File: src/rtl/cmp_timer_pkg.sv
package cmp_timer_pkg;
  localparam logic [7:0] OFF_PARAM  = 8'h04;
  localparam logic [7:0] OFF_CTRL   = 8'h10;
  localparam logic [7:0] OFF_COUNT  = 8'h14;
  localparam logic [7:0] OFF_MOD    = 8'h18;
  localparam logic [7:0] OFF_STAT   = 8'h1C;
  localparam logic [7:0] OFF_CHCTRL = 8'h20;
  localparam logic [7:0] OFF_CHVAL  = 8'h24;

  localparam int PS_W = 3;

  localparam logic [1:0] CLK_SEL_INC = 2'b01;
  localparam logic [3:0] CH_MODE_SWCMP = 4'h4;

  typedef struct packed {
    logic [1:0]      clk_sel;
    logic [PS_W-1:0] ps;
  } ctrl_t;

  typedef struct packed {
    logic       ie;
    logic [3:0] mode;
  } chctrl_t;
endpackage

File: src/rtl/cmp_timer_presc.sv
module cmp_timer_presc #(
  parameter int PS_W = 3
) (
  input  logic            clk,
  input  logic            rst_n,
  input  logic            en,
  input  logic [PS_W-1:0] ps,
  output logic            tick
);
  localparam int DIV_W = (1 << PS_W) - 1;

  logic [DIV_W-1:0] div_q;
  logic [DIV_W-1:0] lim;

  always_comb begin
    lim  = DIV_W'((32'd1 << ps) - 32'd1);
    tick = en && (div_q >= lim);
  end

  always_ff @(posedge clk or negedge rst_n) begin
    if (!rst_n) begin
      div_q <= '0;
    end else if (!en || tick) begin
      div_q <= '0;
    end else begin
      div_q <= div_q + 1'b1;
    end
  end

  // for any division above one, two steps never come back to back
  p_tick_gap_r3: assert property (@(posedge clk) disable iff (!rst_n)
    (tick && ps != '0) |=> (!tick || ps == '0));

  // a stopped prescaler produces no step
  p_no_tick_off_r2: assert property (@(posedge clk) disable iff (!rst_n)
    !en |-> !tick);
endmodule

File: src/rtl/cmp_timer_count.sv
module cmp_timer_count #(
  parameter int CNT_W = 16
) (
  input  logic             clk,
  input  logic             rst_n,
  input  logic             tick,
  input  logic             clr,
  input  logic [CNT_W-1:0] modv,
  input  logic             tof_clr,
  output logic [CNT_W-1:0] cnt_q,
  output logic [CNT_W-1:0] cnt_nxt,
  output logic             adv,
  output logic             tof_q
);
  logic at_lim;
  logic wrap;

  always_comb begin
    at_lim = (cnt_q == modv) || (cnt_q == {CNT_W{1'b1}});
    adv    = tick && !clr;
    wrap   = adv && at_lim;
    if (clr)       cnt_nxt = '0;
    else if (!adv) cnt_nxt = cnt_q;
    else if (at_lim) cnt_nxt = '0;
    else           cnt_nxt = cnt_q + 1'b1;
  end

  always_ff @(posedge clk or negedge rst_n) begin
    if (!rst_n) begin
      cnt_q <= '0;
      tof_q <= 1'b0;
    end else begin
      cnt_q <= cnt_nxt;
      if (wrap)         tof_q <= 1'b1;
      else if (tof_clr) tof_q <= 1'b0;
    end
  end

  p_hold_r2: assert property (@(posedge clk) disable iff (!rst_n)
    (!tick && !clr) |=> $stable(cnt_q));

  p_wrap_zero_r4: assert property (@(posedge clk) disable iff (!rst_n)
    (tick && !clr && cnt_q == modv) |=> cnt_q == '0);

  p_tof_set_r5: assert property (@(posedge clk) disable iff (!rst_n)
    (tick && !clr && cnt_q == modv) |=> tof_q);

  p_tof_keep_r5: assert property (@(posedge clk) disable iff (!rst_n)
    (tof_q && !tof_clr) |=> tof_q);

  p_clear_r6: assert property (@(posedge clk) disable iff (!rst_n)
    clr |=> cnt_q == '0);
endmodule

File: src/rtl/cmp_timer_chan.sv
module cmp_timer_chan #(
  parameter int CNT_W = 16
) (
  input  logic             clk,
  input  logic             rst_n,
  input  logic             adv,
  input  logic [CNT_W-1:0] cnt_nxt,
  input  logic [CNT_W-1:0] cmpv,
  input  logic [3:0]       mode,
  input  logic             ie,
  input  logic             flag_clr,
  output logic             chf_q,
  output logic             irq
);
  import cmp_timer_pkg::*;

  logic hit;

  always_comb begin
    hit = adv && (mode == CH_MODE_SWCMP) && (cnt_nxt == cmpv);
    irq = chf_q && ie;
  end

  always_ff @(posedge clk or negedge rst_n) begin
    if (!rst_n)        chf_q <= 1'b0;
    else if (hit)      chf_q <= 1'b1;
    else if (flag_clr) chf_q <= 1'b0;
  end

  p_match_set_r7: assert property (@(posedge clk) disable iff (!rst_n)
    (adv && mode == CH_MODE_SWCMP && cnt_nxt == cmpv) |=> chf_q);

  p_other_mode_r7: assert property (@(posedge clk) disable iff (!rst_n)
    (!chf_q && mode != CH_MODE_SWCMP) |=> !chf_q);

  p_clear_r8: assert property (@(posedge clk) disable iff (!rst_n)
    (flag_clr && !adv) |=> !chf_q);

  p_set_wins_r10: assert property (@(posedge clk) disable iff (!rst_n)
    (flag_clr && hit) |=> chf_q);
endmodule

File: src/rtl/cmp_timer.sv
module cmp_timer #(
  parameter int CNT_W  = 16,
  parameter int ADDR_W = 8
) (
  input  logic              clk,
  input  logic              rst_n,
  input  logic              bus_valid,
  input  logic              bus_write,
  input  logic [ADDR_W-1:0] bus_addr,
  input  logic [31:0]       bus_wdata,
  output logic [31:0]       bus_rdata,
  output logic              irq
);
  import cmp_timer_pkg::*;

  localparam logic [7:0] WIDTH_CODE = 8'(CNT_W);

  ctrl_t            ctrl_q;
  chctrl_t          chc_q;
  logic [CNT_W-1:0] mod_q;
  logic [CNT_W-1:0] cmp_q;

  logic             wr_en;
  logic             wr_ctrl, wr_count, wr_mod, wr_stat, wr_chctrl, wr_chval;
  logic             tick, adv, tof_q, chf_q, cnt_en, chf_clr;
  logic [CNT_W-1:0] cnt_q, cnt_nxt;

  always_comb begin
    wr_en     = bus_valid && bus_write;
    wr_ctrl   = wr_en && (bus_addr == ADDR_W'(OFF_CTRL));
    wr_count  = wr_en && (bus_addr == ADDR_W'(OFF_COUNT));
    wr_mod    = wr_en && (bus_addr == ADDR_W'(OFF_MOD));
    wr_stat   = wr_en && (bus_addr == ADDR_W'(OFF_STAT));
    wr_chctrl = wr_en && (bus_addr == ADDR_W'(OFF_CHCTRL));
    wr_chval  = wr_en && (bus_addr == ADDR_W'(OFF_CHVAL));
    cnt_en    = (ctrl_q.clk_sel == CLK_SEL_INC);
    chf_clr   = (wr_chctrl && bus_wdata[7]) || (wr_stat && bus_wdata[0]);
  end

  always_ff @(posedge clk or negedge rst_n) begin
    if (!rst_n) begin
      ctrl_q <= '0;
      chc_q  <= '0;
      mod_q  <= {CNT_W{1'b1}};
      cmp_q  <= '0;
    end else begin
      if (wr_ctrl)   ctrl_q <= ctrl_t'(bus_wdata[4:0]);
      if (wr_chctrl) chc_q  <= chctrl_t'(bus_wdata[6:2]);
      if (wr_mod)    mod_q  <= bus_wdata[CNT_W-1:0];
      if (wr_chval)  cmp_q  <= bus_wdata[CNT_W-1:0];
    end
  end

  cmp_timer_presc #(.PS_W(PS_W)) u_presc (
    .clk  (clk),
    .rst_n(rst_n),
    .en   (cnt_en),
    .ps   (ctrl_q.ps),
    .tick (tick)
  );

  cmp_timer_count #(.CNT_W(CNT_W)) u_count (
    .clk    (clk),
    .rst_n  (rst_n),
    .tick   (tick),
    .clr    (wr_count),
    .modv   (mod_q),
    .tof_clr(wr_ctrl && bus_wdata[7]),
    .cnt_q  (cnt_q),
    .cnt_nxt(cnt_nxt),
    .adv    (adv),
    .tof_q  (tof_q)
  );

  cmp_timer_chan #(.CNT_W(CNT_W)) u_chan (
    .clk     (clk),
    .rst_n   (rst_n),
    .adv     (adv),
    .cnt_nxt (cnt_nxt),
    .cmpv    (cmp_q),
    .mode    (chc_q.mode),
    .ie      (chc_q.ie),
    .flag_clr(chf_clr),
    .chf_q   (chf_q),
    .irq     (irq)
  );

  always_comb begin
    bus_rdata = '0;
    unique case (bus_addr)
      ADDR_W'(OFF_PARAM):  bus_rdata = {8'h00, WIDTH_CODE, 16'h0000};
      ADDR_W'(OFF_CTRL):   bus_rdata = {24'd0, tof_q, 2'b00, ctrl_q};
      ADDR_W'(OFF_COUNT):  bus_rdata = 32'(cnt_q);
      ADDR_W'(OFF_MOD):    bus_rdata = 32'(mod_q);
      ADDR_W'(OFF_STAT):   bus_rdata = {31'd0, chf_q};
      ADDR_W'(OFF_CHCTRL): bus_rdata = {24'd0, chf_q, chc_q, 2'b00};
      ADDR_W'(OFF_CHVAL):  bus_rdata = 32'(cmp_q);
      default:             bus_rdata = '0;
    endcase
  end

  // the interrupt pin follows the channel flag only while enabled
  p_irq_gate_r9: assert property (@(posedge clk) disable iff (!rst_n)
    (!chc_q.ie) |-> !irq);

  // a clear written through the status register takes hold
  p_stat_clear_r8: assert property (@(posedge clk) disable iff (!rst_n)
    (wr_stat && bus_wdata[0] && !tick) |=> !bus_rdata_flag_chk(chf_q));

  function automatic logic bus_rdata_flag_chk(input logic f);
    return f;
  endfunction
endmodule

File: config.mk
export PLATFORM = sky130hd
export DESIGN_NAME = cmp_timer
export DESIGN_NICKNAME = d
export VERILOG_FILES = /design/src/rtl/cmp_timer_pkg.sv /design/src/rtl/cmp_timer_presc.sv /design/src/rtl/cmp_timer_count.sv /design/src/rtl/cmp_timer_chan.sv /design/src/rtl/cmp_timer.sv
export SDC_FILE = /design/constraint.sdc
export NUM_CORES = 1
export LEC_CHECK = 0
export BUFFER_PORTS_ARGS = -buffer_cell sky130_fd_sc_hd__buf_2
export CORE_UTILIZATION = 34
export CTS_CLUSTER_SIZE = 40
export DETAILED_ROUTE_END_ITERATION = 10
export GPL_TIMING_DRIVEN = 0
export SYNTH_ARGS = -nofsm -noshare
export SYNTH_HDL_FRONTEND = slang
export SYNTH_HIERARCHICAL = 1
export SYNTH_SLANG_ARGS = --single-unit
File: constraint.sdc
create_clock -name clk -period 4.9 [get_ports clk]
set_input_delay 0.49 -clock clk [delete_from_list [all_inputs] [get_ports clk]]
set_output_delay 0.49 -clock clk [all_outputs]
set_load 0.01 [all_outputs]
Yosys cells after proc, flatten, opt, wreduce, memory -nomap -nowiden:

Cells that the tools add are included.

* bits in registers: 67
* input port bits: 44
* output and inout port bits: 33
* word-level logic and storage cells: 59

* add/sub/neg operators: 3
* order comparisons: 1
* equal/unequal tests: 12
* shift operators: 1
* muxes and demuxes: 9
* reduce and logical (&&, ||, !) cells: 23

Operator list (number)
* case mux 21 bit (7 select lines): 1
* 2-to-1 mux 16 bit: 3
* equality test 16 bit: 2
* equality test 8 x 5 -> 1 bit (second input constant): 4
* adder 16 x 1 -> 16 bit (second input constant): 1
* equality test 16 bit (second input constant): 1
* equality test 8 x 6 -> 1 bit (second input constant): 2
* logical AND 1 bit: 16
* equality test 8 x 3 -> 1 bit (second input constant): 1
* adder 7 x 1 -> 7 bit (second input constant): 1
* greater-or-equal comparator 7 bit: 1
* 2-to-1 mux 7 bit: 1
* left shift 1 x 3 -> 7 bit (first input constant): 1
* subtractor 7 x 1 -> 7 bit (second input constant): 1
* equality test 4 x 3 -> 1 bit (second input constant): 1
* 2-to-1 mux 1 bit: 4
* nonzero test 2 bit: 2
* logical OR 1 bit: 3
* equality test 2 x 1 -> 1 bit (second input constant): 1
* logical NOT 1 bit: 2

Longest topological paths before layout:

* word-level depth: 10
* mapped depth: 15
* gate-level depth less buffers: 15

Hierarchy:

Netlist, hierarchy kept.

By module, submodules not included
* cmp_timer: times used 1, cells an instance 197, area each 2313.5 um2, seq. area each 1071.0 um2
* cmp_timer_count: times used 1, cells an instance 109, area each 1141.1 um2, seq. area each 425.4 um2
* cmp_timer_presc: times used 1, cells an instance 55, area each 505.5 um2, seq. area each 175.2 um2
* cmp_timer_chan: times used 1, cells an instance 27, area each 246.5 um2, seq. area each 25.0 um2

Least setup slack after synthesis:

OpenSTA, ideal clock, no wires.

* kind: reg2reg
* from: register ctrl_q[1] (netlist bit)
* to: register u_chan.chf_q
* setup time: 0.080 ns
* data arrival time: 3.221 ns
* required time: 4.820 ns
* setup slack: 1.598 ns
* stages on the path, launching flop included: 16
* path buffers: 0
* period minus slack after synthesis: 3.302 ns
* cells stage by stage: dfrtp_1 -> or3_1 -> ha_1 -> nor2b_1 -> o21ai_2 -> a41oi_1 -> nor2b_1 -> nand2b_1 -> or4_4 -> nor3_2 -> xnor2_1 -> nor3_2 -> xor2_1 -> nor4_1 -> nand3_1 -> o22ai_2

* longest elaborated chain between the ends: 10
* elaborated cells on any way between the ends: 12
* classes of those cells: add/sub (1); order compare (1); eq/ne (1); shift (1); mux (3); reduce/logical (5)

Ends and longest elaborated chain
* start: declaration: RTL line cmp_timer.sv:18 `ctrl_t ctrl_q;`
* start signal: assignment: RTL line cmp_timer.sv:47 `if (wr_ctrl) ctrl_q <= ctrl_t'(bus_wdata[4:0]);`
* left shift 1 x 3 -> 7 bit (*): RTL line cmp_timer_presc.sv:16 `lim = DIV_W'((32'd1 << ps) - 32'd1);`
* subtractor 7 x 1 -> 7 bit (*): RTL line cmp_timer_presc.sv:16
* greater-or-equal comparator 7 bit (*): RTL line cmp_timer_presc.sv:17 `tick = en && (div_q >= lim);`
* logical AND 1 bit (*): RTL line cmp_timer_presc.sv:17
* named net tick: RTL line cmp_timer.sv:25 `logic tick, adv, tof_q, chf_q, cnt_en, chf_clr;`
* logical AND 1 bit (*): RTL line cmp_timer_count.sv:20 `adv = tick && !clr;`
* 2-to-1 mux 16 bit (*): RTL line cmp_timer_count.sv:23 `else if (!adv) cnt_nxt = cnt_q;`
* 2-to-1 mux 16 bit (*): RTL line cmp_timer_count.sv:22 `if (clr) cnt_nxt = '0;`
* named net cnt_nxt[15]: RTL line cmp_timer.sv:26 `logic [CNT_W-1:0] cnt_q, cnt_nxt;`
* equality test 16 bit (*): RTL line cmp_timer_chan.sv:20 `hit = adv && (mode == CH_MODE_SWCMP) && (cnt_nxt == cmpv);`
* logical AND 1 bit (*): RTL line cmp_timer_chan.sv:20
* 2-to-1 mux 1 bit or nonzero test 2 bit (tied branches)
* end signal: assignment: RTL line cmp_timer_chan.sv:25 `if (!rst_n) chf_q <= 1'b0;`
* end signal: assignment: RTL line cmp_timer_chan.sv:26 `else if (hit) chf_q <= 1'b1;`
* end signal: assignment: RTL line cmp_timer_chan.sv:27 `else if (flag_clr) chf_q <= 1'b0;`
* end: declaration: RTL line cmp_timer_chan.sv:12 `output logic chf_q,`

The timed path passes the listed nets; every way through them passes the cells marked *.
A chain may end at the register's enable or synchronous reset.

Worst setup path in the final report:

* from: register ctrl_q[2] (netlist bit)
* to: register u_chan.chf_q

The elaborated chain is that of the path after synthesis.

==> key figures <==
Status
  • Status: complete, no violations

Pwr
  • Flop pwr share: 0.436
  • Combinational cell fraction of total power: 0.100
  • Proportion of total power due to net switching: 0.2537
  • Portion of total power attributed to the clock network: 0.464
  • Maximum VDD drop: 217.5 uV
  • Net switching power of the design: 0.0003492 W
  • Cell area power density: 277.2 nW/um^2
  • Internal power: 0.001027 W
  • Static Leakage: around 2.5 nW

Yosys
  • Most frequent cells after synthesis: 51 x dfrtp_1, 42 x xor2_1, 34 x mux2_2
  • Syn. warnings: 6
  • Yosys reg bits: 67
  • Library cell with the largest summed area after synthesis: dfrtp_1
  • Count of flip-flops with a built-in enable after synthesis: 0
  • Mean post-synth cell area: between 10 and 15 sq um
  • Top area cells in the synthesized netlist: dfrtp_1 30%, dfstp_2 10%, mux2_2 9.1%
  • Most frequently used cell type in the post-synthesis netlist: dfrtp_1
  • Share of synthesized flip-flops with an asynchronous set or reset: 1.000
  • Cell area after technology mapping: between 4000 and 5000 sq um
  • Share of synthesized area occupied by flip-flops and latches: 0.4033
  • Most used flip-flop cell after synthesis: dfrtp_1
  • Proportion of netlist area held by the largest area contributor: 0.3034
  • Number of instances in the synthesized netlist: 388
  • Count of distinct cell types in the synthesized netlist: 53

Clock network
  • Clk Latency, worst-skew pair: 0.34 ns
  • Number of sinks driven by the clock tree: 67
  • Post-CTS setup buffer count: 0
  • Post-CTS clock slew at the launch and capture registers of the worst setup and hold paths: 0.06 ns
  • Max H-tree Level: 3
  • CTS tree: done
  • Clock root buffer master: clkbuf_16
  • Number of buffers added to fix hold violations after cts: 0
  • Clock buffer depth: 2
  • CTS Buf Count: 9
  • Resized cells post-CTS: 0

Floorplanning
  • Row cnt: 40
  • Core region area: 12010 sq um
  • Effective utilization at floorplan: 0.3502
  • Die Wd: 113.2 um
  • DIE AREA: 12820 sq um
  • # IOs: 77
  • Die height: 113.2 um

Setup path
  • R2R Path Start: ctrl_q[2]$_DFFE_PN0P_
  • Crit path capture type: flop
  • Kind of critical path: reg2reg
  • Arrival @ worst endpoint: 4.37 ns
  • End of the worst register-to-register path: u_chan/chf_q$_DFFE_PN0P_
  • Slowest cell delay on critical path: between 0.5 and 0.6 ns
  • Critical path fanouts, max: 9
  • Startpoint types: flop
  • Buffers and inverters on the worst path: 0
  • Slowest cell on crit path: nor4_1
  • Flop2flop setup slack: 0.80 ns
  • Cells along the critical path: or3_1 -> ha_1 -> nor2b_1 -> o21ai_2 -> a41oi_1 -> nor2b_1 -> nand2b_1 -> nor4_1 -> nand2_1 -> xor2_1 -> nor3_2 -> xor2_1 -> nor4_1 -> nand3_1 -> o22ai_2
  • Worst EP required: 5.16 ns
  • Critical path's top delay family: simple AND/OR/NAND/NOR gates
  • Cell count of the worst reg-to-reg path: 15

Placed design
  • RePlAce Congestion: 0.9029
  • Number of placed instances with taps included: 594
  • Post-detail-place hpwl: 7780 um
  • Pre-CTS WS: 0.7724 ns
  • PortBufs: 45

GRT
  • Maximum number of pins on one net before global-route repair: 68
  • Antenna violations before repair: 0
  • Vias in the first global route: 3153
  • GRT overflow: 0
  • Total track usage: 0.1740
  • Wire length of the first global-routing pass: 16970 um

Detailed routing
  • Vias after detailed routing: 3172
  • Wire per inst: 17.27 um
  • # DRC: 0
  • Via density per instance: 5.200
  • Starting DRC count in detailed routing: 161
  • Post-detailed-routing wire length: between 10000 and 15000 um
  • Number of search-and-repair iterations in the first detailed-routing pass: 5
  • Number of nets still failing antenna checks after routing: 0

STA
  • Transition at the pin with the smallest max-transition slack: 0.8715 ns
  • Unrepaired setup endpoints after global routing: false
  • Worst hold slack: 0.2560 ns
  • Final-layout setup total negative slack: 0 ns
  • Shortest period the worst path allows: 4.103 ns
  • Final hold violation count: 0
  • Period Utilization, post-route: 0.8373
  • Final setup slack of the worst path: 0.7971 ns
  • Highest Clock Rate: roughly 240 MHz
  • Count of endpoints failing setup in the final report: 0
  • Pins Over Slew Limit: 0
  • Worst-case clock skew: slightly above 0.007 ns
  • Worst slew slack as a fraction of its limit: 0.4190

Layout
  • Area delta synth->final: 18.02%
  • Layout Cells excl Fill: 610
  • Post-Route Utilization: 0.4133
  • Number of nets in the layout: 511
  • Total inserted antenna cells: 0
  • Share of final-layout standard cells stronger than drive strength 1: 0.3780

Min path
  • Path type of the worst min-delay path: in2async

Run
  • Max-capacitance violation count: 0
==> per-stage QoR <==
step           power [W]  area, sq um
6_report        0.001376         4965
5_1_grt         0.001428         4965
4_1_cts         0.001384         4965
3_5_place_dp   0.0007433         4671
3_3_place_gp   0.0007392         4668
2_1_floorplan  0.0006861         4259
==> area by class of cell <==
type	count	area, sq um
fill	1164	7047
multi-input combinational	297	2321
sequential	67	1697
timing repair buffer	45	227.7
clock buffer	9	225.2
buffer	28	203.9
tap	147	183.9
clock inverter	7	68.82
inverter	10	37.54
==> sequential cells by signal (all words and copies together) (netlist names) <==
register / flops
mod_q: 16
u_presc/div_q: 7
cmp_q: 16
u_chan/chf_q: 1
ctrl_q: 5
u_count/tof_q: 1
chc_q: 5
u_count/cnt_q: 16
==> routing by layer <==
metal  track usage  vias to the layer above  share of wire
li1              -                     1507              -
met1        0.2277                     1547           0.45
met2        0.2863                      107           0.48
met3       0.03482                       11          0.057
met4       0.06053                        0          0.015
met5             0                        -              0
==> logic make-up after synthesis <==
kind of cell | after synthesis | synth area share
and+or+nand+nor | 129 | 0.1892
DFF | 67 | 0.4033
xor gates and xnor gates | 51 | 0.1062
AOI/OAI and AO/OA | 48 | 0.08715
muxes | 45 | 0.1291
buffers and inverters | 38 | 0.05741
adders and majority gates | 9 | 0.02677
other | 1 | 0.0008915
==> power by group through the flow <==
stage / Clock (W) / Combinational (W) / Sequential (W)
final: 0.000639 / 0.000137 / 0.000600
after detailed placement: 0 / 0.000135 / 0.000608
after floorplan: 0 / 0.0000855 / 0.000601
after CTS: 0.000649 / 0.000136 / 0.000599
after global routing: 0.000677 / 0.000149 / 0.000602
after global placement: 0 / 0.000132 / 0.000608
==> cells in the final DEF, fill, tap and decap left out, types with 6 or more instances in the layout <==
master and instances:
dfrtp_1 51, nand3_1 15, ha_1 9, a22oi_1 18, nor4_1 9, nor3_1 7, conb_1 15, o21ai_0 6
nor2_1 20, buf_4 18, inv_1 10, nand2_1 32, buf_2 47, mux2_2 34, mux2_4 10, xor2_1 42
clkbuf_16 9, nor3_2 13, nand4_1 6, xnor2_1 9, dfstp_2 16
==> worst max path at each step <==
stage | start | end | slack [ns] | cells after the start
floorplan | ctrl_q[1]$_DFFE_PN0P_ | u_chan/chf_q$_DFFE_PN0P_ | 1.60 | 15
global placement | bus_addr[1] | u_chan/chf_q$_DFFE_PN0P_ | 0.83 | 13
detailed placement | bus_addr[1] | u_chan/chf_q$_DFFE_PN0P_ | 0.77 | 13
CTS | ctrl_q[1]$_DFFE_PN0P_ | u_chan/chf_q$_DFFE_PN0P_ | 0.90 | 15
global route | ctrl_q[2]$_DFFE_PN0P_ | u_chan/chf_q$_DFFE_PN0P_ | 0.58 | 15
finish | ctrl_q[2]$_DFFE_PN0P_ | u_chan/chf_q$_DFFE_PN0P_ | 0.80 | 15
Power figures use the tool's default switching activity.
